<file path="src/rtl/awl_pkg.sv">
package awl_pkg;

  // Timestamp width: ages up to T_XAW plus one cycle of slack must be
  // distinguishable, with one spare bit against aliasing.
  function automatic int ts_width(input int span);
    return $clog2(span + 1) + 1;
  endfunction

  // Pointer width for a circular buffer; never narrower than one bit.
  function automatic int ptr_width(input int depth);
    return (depth > 1) ? $clog2(depth) : 1;
  endfunction

endpackage

</file>
<file path="src/rtl/awl_bank_decode.sv">
module awl_bank_decode #(
  parameter int NUM_RANKS      = 2,
  parameter int BANKS_PER_RANK = 8,
  parameter int BID_W          = 4
) (
  input  logic                 strobe,
  input  logic [BID_W-1:0]     bank_id,
  output logic [NUM_RANKS-1:0] rank_hit
);
  for (genvar r = 0; r < NUM_RANKS; r++) begin : g_rank
    localparam int LO = r * BANKS_PER_RANK;
    localparam int HI = LO + BANKS_PER_RANK;
    always_comb
      rank_hit[r] = strobe && (int'(bank_id) >= LO) && (int'(bank_id) < HI);
  end
endmodule

</file>
<file path="src/rtl/awl_rank_hist.sv">
module awl_rank_hist #(
  parameter int LIMIT = 4,
  parameter int T_XAW = 20,
  parameter int T_RRD = 4,
  parameter int TS_W  = 6,
  parameter int PTR_W = 2
) (
  input  logic            clk,
  input  logic            rst_n,
  input  logic [TS_W-1:0] now_ts,
  input  logic            rec,
  output logic            ok,
  output logic [TS_W-1:0] wait_cyc,
  output logic            xaw_full,
  output logic            rrd_busy
);
  localparam logic [TS_W-1:0] XAW_SPAN = TS_W'(T_XAW);
  localparam logic [TS_W-1:0] RRD_SPAN = TS_W'(T_RRD);
  localparam logic [PTR_W-1:0] LAST_SLOT = PTR_W'(LIMIT - 1);

  function automatic logic [TS_W-1:0] age_of(input logic [TS_W-1:0] now,
                                            input logic [TS_W-1:0] stamp);
    return now - stamp;
  endfunction

  function automatic logic [TS_W-1:0] left_of(input logic [TS_W-1:0] span,
                                             input logic [TS_W-1:0] age);
    return (age >= span) ? '0 : span - age;
  endfunction

  logic [TS_W-1:0]  stamp_q [LIMIT];
  logic [LIMIT-1:0] vld_q;
  logic [LIMIT-1:0] live;
  logic [PTR_W-1:0] wptr_q;
  logic [TS_W-1:0]  last_q;
  logic             last_vld_q;
  logic [TS_W-1:0]  xaw_left;
  logic [TS_W-1:0]  rrd_left;

  for (genvar i = 0; i < LIMIT; i++) begin : g_live
    always_comb live[i] = vld_q[i] && (age_of(now_ts, stamp_q[i]) < XAW_SPAN);
  end

  always_comb begin
    xaw_full = live[wptr_q];
    xaw_left = xaw_full ? left_of(XAW_SPAN, age_of(now_ts, stamp_q[wptr_q])) : '0;
    rrd_busy = last_vld_q && (age_of(now_ts, last_q) < RRD_SPAN);
    rrd_left = rrd_busy ? left_of(RRD_SPAN, age_of(now_ts, last_q)) : '0;
    wait_cyc = (xaw_left > rrd_left) ? xaw_left : rrd_left;
    ok       = !xaw_full && !rrd_busy;
  end

  always_ff @(posedge clk) begin
    if (!rst_n) begin
      vld_q      <= '0;
      wptr_q     <= '0;
      last_q     <= '0;
      last_vld_q <= 1'b0;
      for (int i = 0; i < LIMIT; i++) stamp_q[i] <= '0;
    end else begin
      vld_q      <= live;
      last_vld_q <= rrd_busy;
      if (rec) begin
        stamp_q[wptr_q] <= now_ts;
        vld_q[wptr_q]   <= 1'b1;
        wptr_q          <= (wptr_q == LAST_SLOT) ? '0 : wptr_q + 1'b1;
        last_q          <= now_ts;
        last_vld_q      <= 1'b1;
      end
    end
  end
endmodule

</file>
<file path="src/rtl/awl_limiter.sv">
module awl_limiter #(
  parameter int NUM_RANKS      = 2,
  parameter int BANKS_PER_RANK = 8,
  parameter int ACT_LIMIT      = 4,
  parameter int T_XAW          = 20,
  parameter int T_RRD          = 4,
  parameter int CYC_W          = 16,
  localparam int BID_W         = awl_pkg::ptr_width(NUM_RANKS * BANKS_PER_RANK),
  localparam int TS_W          = awl_pkg::ts_width(T_XAW)
) (
  input  logic                            clk,
  input  logic                            rst_n,
  input  logic [CYC_W-1:0]                cyc_now,
  input  logic                            act_valid,
  input  logic [BID_W-1:0]                act_bank,
  output logic [NUM_RANKS-1:0]            act_ok,
  output logic [NUM_RANKS-1:0][TS_W-1:0]  act_wait,
  output logic                            act_err
);
  localparam int PTR_W = awl_pkg::ptr_width(ACT_LIMIT);

  logic [NUM_RANKS-1:0] rank_hit;
  logic [NUM_RANKS-1:0] xaw_full_w;
  logic [NUM_RANKS-1:0] rrd_busy_w;
  logic [TS_W-1:0]      now_ts;
  logic                 blocked_hit;

  assign now_ts = cyc_now[TS_W-1:0];

  awl_bank_decode #(
    .NUM_RANKS(NUM_RANKS), .BANKS_PER_RANK(BANKS_PER_RANK), .BID_W(BID_W)
  ) u_dec (
    .strobe(act_valid), .bank_id(act_bank), .rank_hit(rank_hit)
  );

  for (genvar r = 0; r < NUM_RANKS; r++) begin : g_hist
    awl_rank_hist #(
      .LIMIT(ACT_LIMIT), .T_XAW(T_XAW), .T_RRD(T_RRD), .TS_W(TS_W), .PTR_W(PTR_W)
    ) u_hist (
      .clk(clk), .rst_n(rst_n), .now_ts(now_ts), .rec(rank_hit[r]),
      .ok(act_ok[r]), .wait_cyc(act_wait[r]),
      .xaw_full(xaw_full_w[r]), .rrd_busy(rrd_busy_w[r])
    );
  end

  assign blocked_hit = |(rank_hit & ~act_ok);

  always_ff @(posedge clk) begin
    if (!rst_n) act_err <= 1'b0;
    else        act_err <= blocked_hit;
  end
endmodule

</file>
<file path="config.mk">
export PLATFORM = sky130hd
export DESIGN_NAME = awl_limiter
export DESIGN_NICKNAME = d
export VERILOG_FILES = /design/src/rtl/awl_pkg.sv /design/src/rtl/awl_bank_decode.sv /design/src/rtl/awl_rank_hist.sv /design/src/rtl/awl_limiter.sv
export SDC_FILE = /design/constraint.sdc
export NUM_CORES = 1
export LEC_CHECK = 0
export ABC_AREA = 1
export CORE_ASPECT_RATIO = 0.9
export CORE_MARGIN = 2
export CORE_UTILIZATION = 33
export DETAILED_ROUTE_END_ITERATION = 8
export GPL_ROUTABILITY_DRIVEN = 0
export PLACE_DENSITY = 0.51
export REMOVE_ABC_BUFFERS = 1
export SLEW_MARGIN = 20
export SYNTH_ARGS = -nofsm -noshare
export SYNTH_HDL_FRONTEND = slang
export SYNTH_SLANG_ARGS = --single-unit
</file>
<file path="constraint.sdc">
create_clock -name clk -period 6.6 [get_ports clk]
set_input_delay 1.32 -clock clk [delete_from_list [all_inputs] [get_ports clk]]
set_output_delay 1.32 -clock clk [all_outputs]
set_load 0.01 [all_outputs]
</file>
==> results.toml, run 1 <==
[run_status]
status = "finished, final reports clean"

[placed_design]
port_buffers = 22
pre_cts_slack_ns = 0.137
placed_area_sq_um = 7150
dp_hpwl_um = 12900
placed_cells = 1197

[synth]
yosysWarnings = 0
ys_seq_area_share_pct = 31.7
synth_seq_cells = 79
postSynth.asyncResetShare_pct = 0
netlist-cell-type-count = 37
synth_edf_count = 48
synth_area_per_cell_sq_um = 7.11
synth_flop_cell = "edfxtp_1"
synth_area_sq_um = 6510
synth_cells = 915

[pwr]
p_leak_nw = 3.90
peakVddDrop_v = 0.000125
powerDensity_nw_per_um2 = 214

[drt]
ant_nets = 0
vias = 5537
drc = 0
routed_via_density = 4.55
postRouteWirelength_um = 16500
wire_per_inst_um = 13.6
first_pass_iters = 7
drt_iter0_drc = 361

[global_route]
grt_pass1_wl_um = 26600
gr-usage-all-layers_pct = 16.2
overflow = 0
grt_max_degree = 22
antenna_found_initial = 0
grt_pass1_vias = 5088

[setup_path]
critPathCaptureType = "output port"
arrival_ns = 4.87
worst-path-max-fanout = 8
setup.worst_path.start_class = "input pin"
worstSetupPathType = "input pin to output port"
critPathRequiredTime_ns = 5.28

[die]
dieArea_sq_um = 20900
pin_count = 38
dieWidth_um = 152
start_util_pct = 33.8
core_area_sq_um = 19300
die_y_um = 137
rows = 48

[timing]
setup_slack_ns = 0.406
max_slew_margin_pct = 56.7
finalSetupTns_ns = 0
slew_viol_final = 0
finClkSkew_ns = 0.0109
setup_viol_count_final = 0
grt_setup_unrepaired = "false"
min_period_over_period_pct = 93.8
max_clock_freq_mhz = 161
min_period_ns = 6.19
worst_slew_pin_slew_ns = 0.647
hold_viol = 0

[cts]
cts_buffers = 9
cts_tree = "yes"
clkSinkCount = 79
clock_latency_ns = 0.34
path_clk_slew_ns = 0.05
clockBufferDepth = 2
clockRootBuffer = "clkbuf_16"
htreeDepth = 3

[finish]
n_antenna_cell = 0
fin_area_sq_um = 7550
area_growth_pct = 15.9
nets = 1064
drive_gt1_share_pct = 6.21
layout.cells.non_filler = 1216

[job]
cap_viol_max_count = 0

[min_path]
hp-class = "flip-flop to flip-flop"
-- critical path: stages --
cell and delay [ns]:
clkdlybuf4s50_1 0.44, inv_4 0.13, ha_1 0.16, inv_1 0.07, fa_1 0.49, inv_1 0.06
ha_1 0.20, or2_0 0.21, nand2_1 0.08, xor2_1 0.18, nor2_2 0.05, nand2_2 0.08
inv_1 0.05, ha_1 0.27, nand2_1 0.05, inv_1 0.05, nand3_1 0.08, inv_1 0.06
o21ai_0 0.07, a31oi_1 0.22, inv_1 0.12, buf_4 0.15, nand2_1 0.05, nand2_1 0.05
dlymetal6s2s_1 0.17
-- report_power, final --
group	total [mW]	switching [mW]	leakage [nW]	internal, mW
Sequential	0.566	0.0176	0.749	0.548
Combinational	0.475	0.290	2.99	0.185
Clock	0.572	0.202	0.164	0.370
Total	1.61	0.509	3.90	1.10
-- metal layers --
metal	vias to the layer above	wire length, um	GRT usage, %
met5	-	0	0
met4	0	104	3.53
met3	8	356	1.70
met2	56	7170	25.9
met1	2458	8880	23.7
li1	3015	-	-
-- sequential cells by signal, summed over array words and instances (netlist names), named ones only --
signal                    cells
act_err                       1
g_hist.u_hist.wptr_q          4
g_hist.u_hist.stamp_q        48
g_hist.u_hist.vld_q           8
g_hist.u_hist.last_q         12
g_hist.u_hist.last_vld_q      2
-- layout make-up --
type	instances	area, sq um
fill	2019	11700
multi-input combinational	668	3770
sequential	79	2060
inverter	160	603
timing repair buffer	43	453
tap	250	313
clock buffer	9	225
clock inverter	7	119
-- cells by family after synthesis --
family | synth area share (%)
simple gates | 27.5
buf+inv | 10.9
fa+ha+maj | 15.8
flops | 31.7
compound gates | 9.82
xor+xnor | 4.17
other cells | 0.115
-- worst paths after layout --
path         slack (ns)                          to  depth (start not counted)                            from
min                0.49  g_hist[1].u_hist.last_q[2]                          2      g_hist[1].u_hist.last_q[2]
max reg2reg        4.46                     act_err                         15  g_hist[0].u_hist.stamp_q[1][3]
max                0.41                 act_wait[6]                         25                      cyc_now[0]
min reg2reg        0.49  g_hist[1].u_hist.last_q[2]                          2      g_hist[1].u_hist.last_q[2]
-- what timing repair did --
action / 4_1_cts / 5_1_grt
buffers inserted: 0 / 3
endpoints found under the setup margin: 0 / 10
gates resized for setup: 0 / 13
hold buffers: 0 / 0
-- placed cells by master, fill, tap and decap left out, types with 3 or more instances in the layout --
cell / n
a21oi_1: 52
a31o_2: 4
a31oi_1: 3
buf_12: 4
buf_4: 17
bufinv_16: 3
clkbuf_16: 9
clkdlybuf4s50_1: 12
clkinv_1: 5
conb_1: 10
dfxtp_1: 31
dlymetal6s2s_1: 10
edfxtp_1: 48
fa_1: 4
ha_1: 76
inv_1: 153
nand2_1: 242
nand2_2: 8
nand3_1: 48
nand3b_1: 9
nand4_1: 8
nor2_1: 104
nor2_2: 6
o21ai_0: 35
o21bai_1: 4
o22ai_1: 12
xnor2_1: 12
xor2_1: 19
-- synthesized netlist by cell type (9+ instances only) --
cell        n  share of area (%)
nand3b_1    9                1.0
nor2_1    104                6.0
nand3_1    48                3.7
a21oi_1    52                4.0
nand2_1   244                 14
o22ai_1    12                1.2
xnor2_1    12                1.6
ha_1       76                 15
edfxtp_1   48                 22
inv_1     154                8.9
dfxtp_1    31                9.5
o21ai_0    35                2.7
xor2_1     19                2.6
-- metrics by stage --
| step | util [%] | total power, mW | hold slack (ns) |
|---|---|---|---|
| after floorplan | - | 0.914 | 0.461 |
| after global placement | 37.1 | 1.05 | 0.473 |
| after detailed placement | 37.1 | 1.05 | 0.480 |
| after CTS | 38.9 | 1.62 | 0.490 |
| after global routing | 39.1 | 1.72 | 0.516 |
| final | 39.1 | 1.61 | 0.490 |
No activity file was read; power rests on OpenSTA's default activity.
==> run 2, diff against run 1 <==
==> constraint.sdc (replaced) <==
create_clock -name clk -period 6.45 [get_ports clk]
set_input_delay 1.29 -clock clk [delete_from_list [all_inputs] [get_ports clk]]
set_output_delay 1.29 -clock clk [all_outputs]
set_load 0.01 [all_outputs]
==> run 2 against run 1 <==
  * Power grew 1.2%
  * Register-to-register slack lost 0.18 ns
  * Critical path depth shrank 1
  * Die area is the same
  * Highest routed layer unchanged
  * Sequential power grew 2%
  * Final cell count grew 0.99%
  * Sequential share of layout area shrank 0.30 points
  * Worst hold slack lost 0.0019 ns
  * Global-route usage grew 0.25 points
  * Utilization grew 0.43 points
  * Flip-flop and latch count is the same
  * Routed wire length grew 0.99%
==> results.toml, run 2 (synthesis gave the netlist of run 1 again) <==
[timing]
finalSetupTns_ns = 0
min_period_ns = 6.06
min_period_over_period_pct = 94.0
worst_slew_pin_slew_ns = 0.648
slew_viol_final = 0
max_clock_freq_mhz = 165
setup_viol_count_final = 0
max_slew_margin_pct = 56.6
grt_setup_unrepaired = "false"
hold_viol = 0
finClkSkew_ns = 0.00711

[setup_path]
crit_family = "buffers and inverters"
crit_path_start = "cyc_now[0]"
critPathCaptureType = "output port"
crit_slowest_cell = "clkdlybuf4s50_1"
r2r_start = "g_hist[0].u_hist.stamp_q[1][1]"
timing.critical_path.mode_cell = "nand2_1"
arrival_ns = 4.77
worstSetupPathType = "input pin to output port"
critPathRequiredTime_ns = 5.16
worst-path-buf-inv = 7
cpPeakStageDelay_ns = 0.45
worst-path-max-fanout = 5
setup.worst_path.start_class = "input pin"
path_cells = "clkdlybuf4s50_1, inv_4, buf_12, ha_1, inv_1, fa_1, nand2_1, nand2_1, a21oi_1, xnor2_1, nand2_1, nand2_2, nor2_1, nand2_1, inv_1, ha_1, nand2_1, nor2_1, o21ai_0, a32oi_1, buf_4, nand3_1, nand2_1, dlymetal6s2s_1"
reg2reg_slack_ns = 4.28

[finish]
largest_reg_flops = 48
nets = 1076
largestRegisters = "g_hist.u_hist.stamp_q: 48 flops, g_hist.u_hist.last_q: 12 flops, g_hist.u_hist.vld_q: 8 flops"
layout_common_cells = "nand2_1 (243), inv_1 (151), nor2_1 (102)"
largest-register = "g_hist.u_hist.stamp_q"
final_common_cell = "nand2_1"
multi_input_area_sq_um = 3790
area_growth_pct = 17.2
fin_area_sq_um = 7630
n_antenna_cell = 0
register_area_sq_um = 2060
fill_cells = 2038
drive_gt1_share_pct = 7.87

[pwr]
powerDensity_nw_per_um2 = 214
p_leak_nw = 3.96
peakVddDrop_v = 0.000123

[cts]
cts_tree = "yes"
clkSinkCount = 79
clockBufferDepth = 2
clock_latency_ns = 0.33
clockRootBuffer = "clkbuf_16"
htreeDepth = 3
cts_buffers = 9
path_clk_slew_ns = 0.06

[drt]
ant_nets = 0
wire_per_inst_um = 13.6
drt_iter0_drc = 351
vias = 5676
routed_via_density = 4.62
postRouteWirelength_um = 16700
drc = 0
first_pass_iters = 5

[die]
pin_count = 38
core_area_sq_um = 19300
rows = 48
dieArea_sq_um = 20900
start_util_pct = 33.8
dieWidth_um = 152
die_y_um = 137

[global_route]
grt_pass1_wl_um = 27200
overflow = 0
grt_pass1_vias = 5252
antenna_found_initial = 0
gr-usage-all-layers_pct = 16.4
grt_max_degree = 22

[placed_design]
placed_area_sq_um = 7230
dp_hpwl_um = 13200
port_buffers = 22

[min_path]
hp-class = "flip-flop to flip-flop"
holdCritStartpoint = "g_hist[1].u_hist.last_q[4]"

[job]
cap_viol_max_count = 0

[run_status]
status = "finished, final reports clean"
[run 2: cell types whose count changed in the layout (fill, tap and decap cells not counted), sizes merged]
| cell | before | now |
|---|---|---|
| buf | 21 | 33 |
| clkbuf | 9 | 10 |
| bufinv | 3 | 2 |
| clkdlybuf4s50 | 12 | 11 |
| dlymetal6s2s | 10 | 11 |
| clkinvlp | 1 | 0 |
| inv | 157 | 158 |
[run 2: stage by stage]
step / power, mW / std cells / util, % / hold slack (ns) / setup slack (ns)
after floorplan: 0.935 / 907 / - / 0.461 / 1.13
after global placement: 1.08 / 1210 / 37.5 / 0.475 / 0.0663
after detailed placement: 1.08 / 1210 / 37.5 / 0.481 / 0.0908
after CTS: 1.64 / 1226 / 39.2 / 0.490 / 0.0567
after global routing: 1.74 / 1228 / 39.6 / 0.510 / 0.114
final: 1.63 / 1228 / 39.6 / 0.488 / 0.388
[run 2: routing by layer]
layer  GRT usage [%]  routed length, um  vias up
met5               0                  0        -
met4            3.27                 96        0
met3            1.42                555        6
met2            26.0               7160       96
met1            24.6               8860     2540
li1                -                  -     3034
[run 2: worst paths after layout]
check | end | depth (start not counted)
setup / recovery | act_wait[1] | 24
hold / removal | g_hist[1].u_hist.last_q[4] | 2
setup reg to reg | act_err | 15
hold reg to reg | g_hist[1].u_hist.last_q[4] | 2
[run 2: final cells by class]
cell class	instances	area share (%)
multi-input combinational	668	49.6
sequential	79	27.0
inverter	160	7.90
timing repair buffer	55	7.15
tap	250	4.10
clock buffer	10	3.00
clock inverter	6	1.20
[run 2: worst min-delay path, delay by kind of cell (launching register included)]
kind / cells / cell delay, ns
compound gates: 1 / 0.08
buf+inv: 1 / 0.06
flops: 1 / 0.30
[run 2: repair_timing]
| item | CTS | global route |
|---|---|---|
| gates resized for setup | 0 | 19 |
| endpoints found under the setup margin | 0 | 10 |
| hold buffers | 0 | 0 |
| buffers inserted | 0 | 2 |
[run 2: power by group]
part,switching [mW],internal [mW]
combinational,0.305,0.199
clock,0.209,0.342
sequential,0.0157,0.561
